==> src/rtl/msi_pkg.sv <==
package msi_pkg;

    localparam logic [7:0] MSI_CAP_ID = 8'h05;

    localparam logic [3:0] DW_HEAD    = 4'd0;
    localparam logic [3:0] DW_ADDR_LO = 4'd1;
    localparam logic [3:0] DW_SLOT2   = 4'd2;
    localparam logic [3:0] DW_SLOT3   = 4'd3;
    localparam logic [3:0] DW_MASK    = 4'd4;
    localparam logic [3:0] DW_PEND    = 4'd5;

    typedef struct packed {
        logic       enable;
        logic [2:0] mme;
    } msi_ctrl_t;

    typedef struct packed {
        logic [63:0] addr;
        logic [15:0] data;
    } msi_msg_t;

    function automatic logic [2:0] clamp_mme(logic [2:0] req, logic [2:0] cap);
        return (req > cap) ? cap : req;
    endfunction

    function automatic logic [15:0] fold_vector(logic [15:0] base, logic [2:0] mme,
                                                logic [4:0] vec);
        logic [15:0] low;
        low = (16'd1 << mme) - 16'd1;
        return (base & ~low) | ({11'd0, vec} & low);
    endfunction

    function automatic logic [15:0] ctrl_word(msi_ctrl_t c, logic [2:0] mmc,
                                              logic has64, logic hasmask);
        return {7'd0, hasmask, has64, c.mme, mmc, c.enable};
    endfunction

endpackage

==> src/rtl/msi_cfg_regs.sv <==
module msi_cfg_regs
    import msi_pkg::*;
#(
    parameter int         MMC_LOG2 = 3,
    parameter int         NVEC     = 8,
    parameter bit         HAS64    = 1'b1,
    parameter bit         HASMASK  = 1'b1,
    parameter logic [7:0] NEXT_PTR = 8'h40
) (
    input  logic            clk,
    input  logic            rst,
    input  logic [3:0]      cfg_addr,
    input  logic            cfg_wr,
    input  logic [31:0]     cfg_wdata,
    output logic [31:0]     cfg_rdata,
    input  logic [NVEC-1:0] pend,
    output msi_ctrl_t       ctrl,
    output logic [31:0]     addr_lo,
    output logic [31:0]     addr_hi,
    output logic [15:0]     data,
    output logic [NVEC-1:0] mask
);

    localparam logic [2:0] MMC3    = 3'(MMC_LOG2);
    localparam logic [3:0] DATA_DW = HAS64 ? DW_SLOT3 : DW_SLOT2;

    msi_ctrl_t       ctrl_q;
    logic [29:0]     alo_q;
    logic [15:0]     data_q;
    logic [31:0]     ahi_q;
    logic [NVEC-1:0] mask_q;

    always_ff @(posedge clk) begin
        if (rst) begin
            ctrl_q <= '0;
            alo_q  <= '0;
            data_q <= '0;
        end else if (cfg_wr) begin
            if (cfg_addr == DW_HEAD) begin
                ctrl_q.enable <= cfg_wdata[16];
                ctrl_q.mme    <= clamp_mme(cfg_wdata[22:20], MMC3);
            end
            if (cfg_addr == DW_ADDR_LO) alo_q  <= cfg_wdata[31:2];
            if (cfg_addr == DATA_DW)    data_q <= cfg_wdata[15:0];
        end
    end

    generate
        if (HAS64) begin : g_hi
            always_ff @(posedge clk) begin
                if (rst)                               ahi_q <= '0;
                else if (cfg_wr && cfg_addr == DW_SLOT2) ahi_q <= cfg_wdata;
            end
        end else begin : g_no_hi
            assign ahi_q = '0;
        end

        if (HASMASK) begin : g_mask
            always_ff @(posedge clk) begin
                if (rst)                                mask_q <= '0;
                else if (cfg_wr && cfg_addr == DW_MASK) mask_q <= cfg_wdata[NVEC-1:0];
            end
        end else begin : g_no_mask
            assign mask_q = '0;
        end
    endgenerate

    always_comb begin
        cfg_rdata = '0;
        case (cfg_addr)
            DW_HEAD:    cfg_rdata = {ctrl_word(ctrl_q, MMC3, HAS64, HASMASK), NEXT_PTR, MSI_CAP_ID};
            DW_ADDR_LO: cfg_rdata = {alo_q, 2'b00};
            DW_SLOT2:   cfg_rdata = HAS64 ? ahi_q : {16'd0, data_q};
            DW_SLOT3:   cfg_rdata = HAS64 ? {16'd0, data_q} : 32'd0;
            DW_MASK:    cfg_rdata = HASMASK ? 32'(mask_q) : 32'd0;
            DW_PEND:    cfg_rdata = HASMASK ? 32'(pend) : 32'd0;
            default:    cfg_rdata = '0;
        endcase
    end

    assign ctrl    = ctrl_q;
    assign addr_lo = {alo_q, 2'b00};
    assign addr_hi = ahi_q;
    assign data    = data_q;
    assign mask    = mask_q;

    AST_MME_CLAMP: assert property (@(posedge clk) disable iff (rst)
        ctrl_q.mme <= MMC3);

endmodule

==> src/rtl/msi_vec_tracker.sv <==
module msi_vec_tracker
    import msi_pkg::*;
#(
    parameter int NVEC    = 8,
    parameter bit HASMASK = 1'b1
) (
    input  logic            clk,
    input  logic            rst,
    input  logic [NVEC-1:0] irq_req,
    input  msi_ctrl_t       ctrl,
    input  logic [NVEC-1:0] mask,
    input  logic            slot_free,
    output logic [NVEC-1:0] pend,
    output logic            fire,
    output logic [4:0]      sel_vec
);

    logic [NVEC-1:0] want_q, pend_q, in_range, accept, cand, clr;

    always_comb begin
        for (int i = 0; i < NVEC; i++)
            in_range[i] = (32'(i) < (32'd1 << ctrl.mme));
    end

    assign accept = irq_req & in_range & {NVEC{ctrl.enable}};
    assign cand   = want_q | (pend_q & ~mask);

    always_comb begin
        sel_vec = '0;
        for (int i = NVEC - 1; i >= 0; i--)
            if (cand[i]) sel_vec = 5'(i);
    end

    assign fire = ctrl.enable && slot_free && (|cand);
    assign clr  = fire ? (NVEC'(1) << sel_vec) : '0;

    always_ff @(posedge clk) begin
        if (rst) want_q <= '0;
        else     want_q <= (want_q & ~clr) | (accept & ~mask);
    end

    generate
        if (HASMASK) begin : g_pend
            always_ff @(posedge clk) begin
                if (rst) pend_q <= '0;
                else     pend_q <= (pend_q & ~clr) | (accept & mask);
            end
        end else begin : g_no_pend
            assign pend_q = '0;
        end
    endgenerate

    assign pend = pend_q;

    AST_PEND_ONLY_MASKED: assert property (@(posedge clk) disable iff (rst)
        (pend_q & ~$past(pend_q) & ~$past(mask)) == '0);

    AST_NO_OUT_OF_RANGE: assert property (@(posedge clk) disable iff (rst)
        ((want_q | pend_q) & ~$past(want_q | pend_q) & ~$past(in_range)) == '0);

endmodule

==> src/rtl/msi_msg_out.sv <==
module msi_msg_out
    import msi_pkg::*;
(
    input  logic        clk,
    input  logic        rst,
    input  logic        load,
    input  logic [4:0]  vec,
    input  logic [2:0]  mme,
    input  logic [31:0] addr_lo,
    input  logic [31:0] addr_hi,
    input  logic [15:0] data,
    input  logic        msg_ready,
    output logic        slot_free,
    output logic        msg_valid,
    output msi_msg_t    msg
);

    msi_msg_t msg_q;
    logic     valid_q;

    assign slot_free = !valid_q || msg_ready;

    always_ff @(posedge clk) begin
        if (rst) begin
            valid_q <= 1'b0;
            msg_q   <= '0;
        end else if (load) begin
            valid_q    <= 1'b1;
            msg_q.addr <= {addr_hi, addr_lo};
            msg_q.data <= fold_vector(data, mme, vec);
        end else if (msg_ready) begin
            valid_q <= 1'b0;
        end
    end

    assign msg_valid = valid_q;
    assign msg       = msg_q;

    AST_HOLD_UNTIL_TAKEN: assert property (@(posedge clk) disable iff (rst)
        valid_q && !msg_ready |=> valid_q && $stable(msg_q));

    AST_ADDR_DWORD: assert property (@(posedge clk) disable iff (rst)
        valid_q |-> msg_q.addr[1:0] == 2'b00);

endmodule

==> src/rtl/msi_cap_gen.sv <==
module msi_cap_gen
    import msi_pkg::*;
#(
    parameter int         MMC_LOG2 = 3,
    parameter bit         ADDR64   = 1'b1,
    parameter bit         PV_MASK  = 1'b1,
    parameter logic [7:0] NEXT_PTR = 8'h40
) (
    input  logic                     clk,
    input  logic                     rst,
    input  logic [3:0]               cfg_addr,
    input  logic                     cfg_wr,
    input  logic [31:0]              cfg_wdata,
    output logic [31:0]              cfg_rdata,
    input  logic [(1<<MMC_LOG2)-1:0] irq_req,
    output logic                     msg_valid,
    input  logic                     msg_ready,
    output logic [63:0]              msg_addr,
    output logic [15:0]              msg_data
);

    localparam int NVEC    = 1 << MMC_LOG2;
    localparam bit HASMASK = PV_MASK && ADDR64;

    msi_ctrl_t       ctrl;
    logic [31:0]     addr_lo, addr_hi;
    logic [15:0]     data;
    logic [NVEC-1:0] mask, pend;
    logic            slot_free, fire;
    logic [4:0]      sel_vec;
    msi_msg_t        msg;

    msi_cfg_regs #(
        .MMC_LOG2(MMC_LOG2), .NVEC(NVEC), .HAS64(ADDR64),
        .HASMASK(HASMASK), .NEXT_PTR(NEXT_PTR)
    ) u_regs (
        .clk(clk), .rst(rst), .cfg_addr(cfg_addr), .cfg_wr(cfg_wr),
        .cfg_wdata(cfg_wdata), .cfg_rdata(cfg_rdata), .pend(pend),
        .ctrl(ctrl), .addr_lo(addr_lo), .addr_hi(addr_hi),
        .data(data), .mask(mask)
    );

    msi_vec_tracker #(.NVEC(NVEC), .HASMASK(HASMASK)) u_track (
        .clk(clk), .rst(rst), .irq_req(irq_req), .ctrl(ctrl), .mask(mask),
        .slot_free(slot_free), .pend(pend), .fire(fire), .sel_vec(sel_vec)
    );

    msi_msg_out u_out (
        .clk(clk), .rst(rst), .load(fire), .vec(sel_vec), .mme(ctrl.mme),
        .addr_lo(addr_lo), .addr_hi(addr_hi), .data(data),
        .msg_ready(msg_ready), .slot_free(slot_free),
        .msg_valid(msg_valid), .msg(msg)
    );

    assign msg_addr = msg.addr;
    assign msg_data = msg.data;

    AST_SEND_NEEDS_ENABLE: assert property (@(posedge clk) disable iff (rst)
        $rose(msg_valid) |-> $past(ctrl.enable));

endmodule

==> config.mk <==
export PLATFORM = sky130hd
export DESIGN_NAME = msi_cap_gen
export DESIGN_NICKNAME = d
export VERILOG_FILES = /design/src/rtl/msi_pkg.sv /design/src/rtl/msi_cfg_regs.sv /design/src/rtl/msi_vec_tracker.sv /design/src/rtl/msi_msg_out.sv /design/src/rtl/msi_cap_gen.sv
export SDC_FILE = /design/constraint.sdc
export NUM_CORES = 1
export LEC_CHECK = 0
export BUFFER_PORTS_ARGS = -buffer_cell sky130_fd_sc_hd__clkbuf_2
export CELL_PAD_IN_SITES_DETAIL_PLACEMENT = 1
export CELL_PAD_IN_SITES_GLOBAL_PLACEMENT = 1
export CORE_AREA = 2 2 180 182
export CTS_CLUSTER_DIAMETER = 150
export DETAILED_ROUTE_END_ITERATION = 16
export DIE_AREA = 0 0 182 184
export HOLD_SLACK_MARGIN = 0.03
export PLACE_DENSITY = 0.58
export SETUP_SLACK_MARGIN = 0.4
export SYNTH_ARGS = -nofsm -noshare
export SYNTH_HDL_FRONTEND = slang
export SYNTH_SLANG_ARGS = --single-unit
==> constraint.sdc <==
create_clock -name clk -period 2.1 [get_ports clk]
set_input_delay 0.42 -clock clk [delete_from_list [all_inputs] [get_ports clk]]
set_output_delay 0.42 -clock clk [all_outputs]
set_load 0.1 [all_outputs]
==> impl_metrics.csv <==
group,metric,value,unit
route,drc,0,
power,switching_share,27.5,%
place,port_buffers,158,
finish,fin_cells,1715,
synthesis,avgSynthCellArea,7.66,um2
synthesis,ys_seq_area_share,47.6,%
synthesis,yosysUniqueCellTypes,57,
job,maxCapViolCount,0,
sta,slew_violations,0,
synthesis,ys_async_sr_fraction,0,%
clock_tree,cts_tree,"built",
setup_path,critPathSlowestCell,"dfxtp_1",
synthesis,yosys_most_used_dff,"dfxtp_1",
place,place_inst,1562,
sta,rsz0062_at_grt,"true",
synthesis,synth_edf_count,0,
setup_path,cp_max_fo,3,
finish,mostFrequentLayoutCells,"nand2_1 (247), dfxtp_1 (138), a21oi_1 (101), buf_4 (84), a21oi_2 (81)",
power,power_density,532,nW/um2
power,power.switching,2080,uW
global_route,grt_usage,20.8,%
synthesis,ys_warn_count,0,
power,vdd_drop_max,0.399,mV
clock_tree,cts_max_level,4,
route,first_iter_violations,418,
setup_path,worst-setup-path-type,"reg2out",
floorplanning,fp.dieH,184,um
global_route,grt_overflow_total,0,
setup_path,endpoint_kind,"output pin",
floorplanning,start_util,24.8,%
clock_tree,cts_buffers,17,
finish,area_growth,83.2,%
place,hpwl,22500,um
setup_path,crit_chain,"o21ai_1 -> a21oi_2 -> a221o_4 -> buf_12",
clock_tree,clkLatencyLatePin,0.45,ns
finish,nNetsFinal,1351,
power,clkPwrFrac,44.1,%
floorplanning,rows,65,
power,pwr-share-seq,46.6,%
clock_tree,clockBufferDepth,2,
global_route,first_global_vias,8714,
worst_hold_path,hold_path.class,"in2reg",
clock_tree,cts_sinks,185,
sta,finClkSkew,0.0166,ns
clock_tree,cts.clk_slew.worst_paths,0.08,ns
power,p_leak,0.00567,uW
clock_tree,cts-root-buf,"clkbuf_16",
global_route,grt_start_max_net_pins,63,
route,wire_per_inst,21.4,um
sta,period_share,97.7,%
power,p_comb_share,9.2,%
sta,totalNegativeSetupSlack,0,ns
route,antenna_left,0,
floorplanning,die_w,182,um
setup_path,startpoint_type,"flip-flop",
setup_path,worstPathBufferInverterCount,1,
sta,setup_viol,0,
setup_path,cp.required,1.68,ns
setup_path,worstPathArrival,1.63,ns
setup_path,crit_family,"compound AO/OA/AOI/OAI gates",
place,preCtsSetupSlack,-0.0421,ns
worst_hold_path,worstHoldPathCells,3,
floorplanning,ios,161,
sta,setup_ws,0.0493,ns
route,wl,36700,um
sta,worst_pin_slew,0.568,ns
finish,final_common_cell,"nand2_1",
setup_path,cp_num_cells,4,
sta,fmax,488,MHz
place,gp_congestion,0.826,
route,vias,8444,
sta,final_hold_viol_count,0,
synthesis,yosys_register_bits,185,
outcome,status,"finished clean",
route,firstDrtPassIters,4,
route,via_per_inst,4.92,
global_route,antenna_found_initial,1,
floorplanning,die_area,33500,um2
sta,min_period,2.05,ns
finish,drive_above_1_share,55.6,%
sta,relSlewSlack,62.3,%
setup_path,ff2ff_path_depth,11,
floorplanning,coreArea,31400,um2
synthesis,netlist_instances,1016,
global_route,grt_first_pass_wirelength,52900,um
power,p_int,5500,uW
synthesis,synth_area,7780,um2
setup_path,max_stage_delay,0.37,ns
[synth_stat cells, types with 3 or more instances]
| cell | n | share of area [%] |
|---|---|---|
| nor3_1 | 8 | 0.51 |
| clkbuf_1 | 54 | 2.6 |
| a211oi_1 | 3 | 0.29 |
| nand4_1 | 4 | 0.32 |
| nor3b_1 | 3 | 0.29 |
| buf_4 | 3 | 0.29 |
| o21ai_0 | 12 | 0.77 |
| nor2b_1 | 8 | 0.64 |
| or2_2 | 4 | 0.32 |
| buf_1 | 3 | 0.14 |
| dfxtp_1 | 185 | 48 |
| a22oi_1 | 16 | 1.5 |
| a21oi_1 | 192 | 12 |
| nor2_1 | 50 | 2.4 |
| buf_2 | 10 | 0.64 |
| o2111ai_1 | 4 | 0.45 |
| buf_6 | 3 | 0.43 |
| a221o_1 | 6 | 0.77 |
| inv_1 | 16 | 0.77 |
| or3_1 | 4 | 0.32 |
| nand3_1 | 17 | 1.1 |
| mux2i_1 | 13 | 1.7 |
| o31ai_1 | 4 | 0.39 |
| o32ai_1 | 3 | 0.34 |
| mux2_2 | 7 | 1.0 |
| nand2_1 | 334 | 16 |
| nand2b_1 | 11 | 0.88 |
| ha_1 | 4 | 0.64 |
[timing repair]
action / 4_1_cts / 5_1_grt
hold buffers: 0 / 0
setup endpoints to repair: 145 / 171
gates resized for setup: 331 / 287
gates cloned: 17 / 6
pin swaps: 137 / 110
buffers inserted: 72 / 25
[per-layer routing]
| layer | global-route usage, % | wire length, um | up-vias |
|---|---|---|---|
| met5 | 0 | 0 | - |
| met4 | 7.03 | 866 | 0 |
| met3 | 3.31 | 1780 | 50 |
| met2 | 34.9 | 18000 | 198 |
| met1 | 27.1 | 16100 | 4205 |
| li1 | - | - | 3991 |
[final timing paths]
check                         start                 end  slack (ns)
setup reg to reg    u_track.pend[4]       u_out.msg[52]        0.13
hold / removal        cfg_wdata[25]  u_regs.addr_hi[25]        0.20
hold reg to reg       u_out.msg[39]       u_out.msg[39]        0.46
setup / recovery  u_regs.addr_hi[2]        cfg_rdata[2]        0.05
[worst register-to-register path: stages, from the launching register on]
cell and delay, ns:
dfxtp_2 0.40, nor2b_4 0.20, nor4_4 0.04, buf_4 0.16, buf_6 0.12, a41oi_4 0.25
buf_4 0.16, buf_6 0.09, buf_8 0.13, clkbuf_16 0.16, nand2_1 0.07, a21oi_2 0.14
[cell families (layout without fill, tap and decap cells)]
group           after synthesis  after routing  share of synthesized area, %
other cells                   1              3                        0.0482
compound gates              255            255                          18.7
buf+inv                      89            384                          4.89
mux                          20             20                          2.69
xor+xnor                      2              2                         0.225
fa+ha+maj                     4              4                         0.643
flops                       185            185                          47.6
simple gates                460            460                          25.2
[power by group through the flow]
stage	sequential, uW	clock [uW]	combinational (uW)
2_1_floorplan	3620	0	288
6_report	3540	3350	700
3_3_place_gp	3630	0	487
3_5_place_dp	3630	0	490
4_1_cts	3540	3400	624
5_1_grt	3540	3540	736
[stage by stage]
stage / area [um2] / hold slack [ns] / utilization, % / total power, uW
after floorplan: 8210 / 0.442 / - / 3910
after global placement: 10200 / 0.442 / 32.4 / 4120
after detailed placement: 10200 / 0.449 / 32.4 / 4120
after CTS: 13000 / 0.188 / 41.3 / 7570
after global routing: 14200 / 0.194 / 45.4 / 7820
final: 14200 / 0.198 / 45.4 / 7590
[layout make-up]
| class | count | area [um2] |
|---|---|---|
| diodes | 1 | 2.50 |
| clock buffers | 17 | 425 |
| clock inverters | 15 | 176 |
| fillers | 3535 | 17100 |
| inverters | 16 | 72.6 |
| multi-input cells | 743 | 5490 |
| flip-flops and latches | 185 | 3810 |
| well taps | 402 | 503 |
| repair buffers | 336 | 3770 |
[state kept, by name, indices dropped and copies added, names as in the netlist]
| name | flops |
|---|---|
| u_regs.data | 16 |
| u_regs.ctrl | 4 |
| u_track.pend | 8 |
| u_track.want_q | 8 |
| u_out.msg | 78 |
| u_regs.alo_q | 30 |
| u_out.msg_valid | 1 |
| u_regs.addr_hi | 32 |
| u_regs.mask | 8 |
Note: power is estimated with default switching activity, not from simulation.
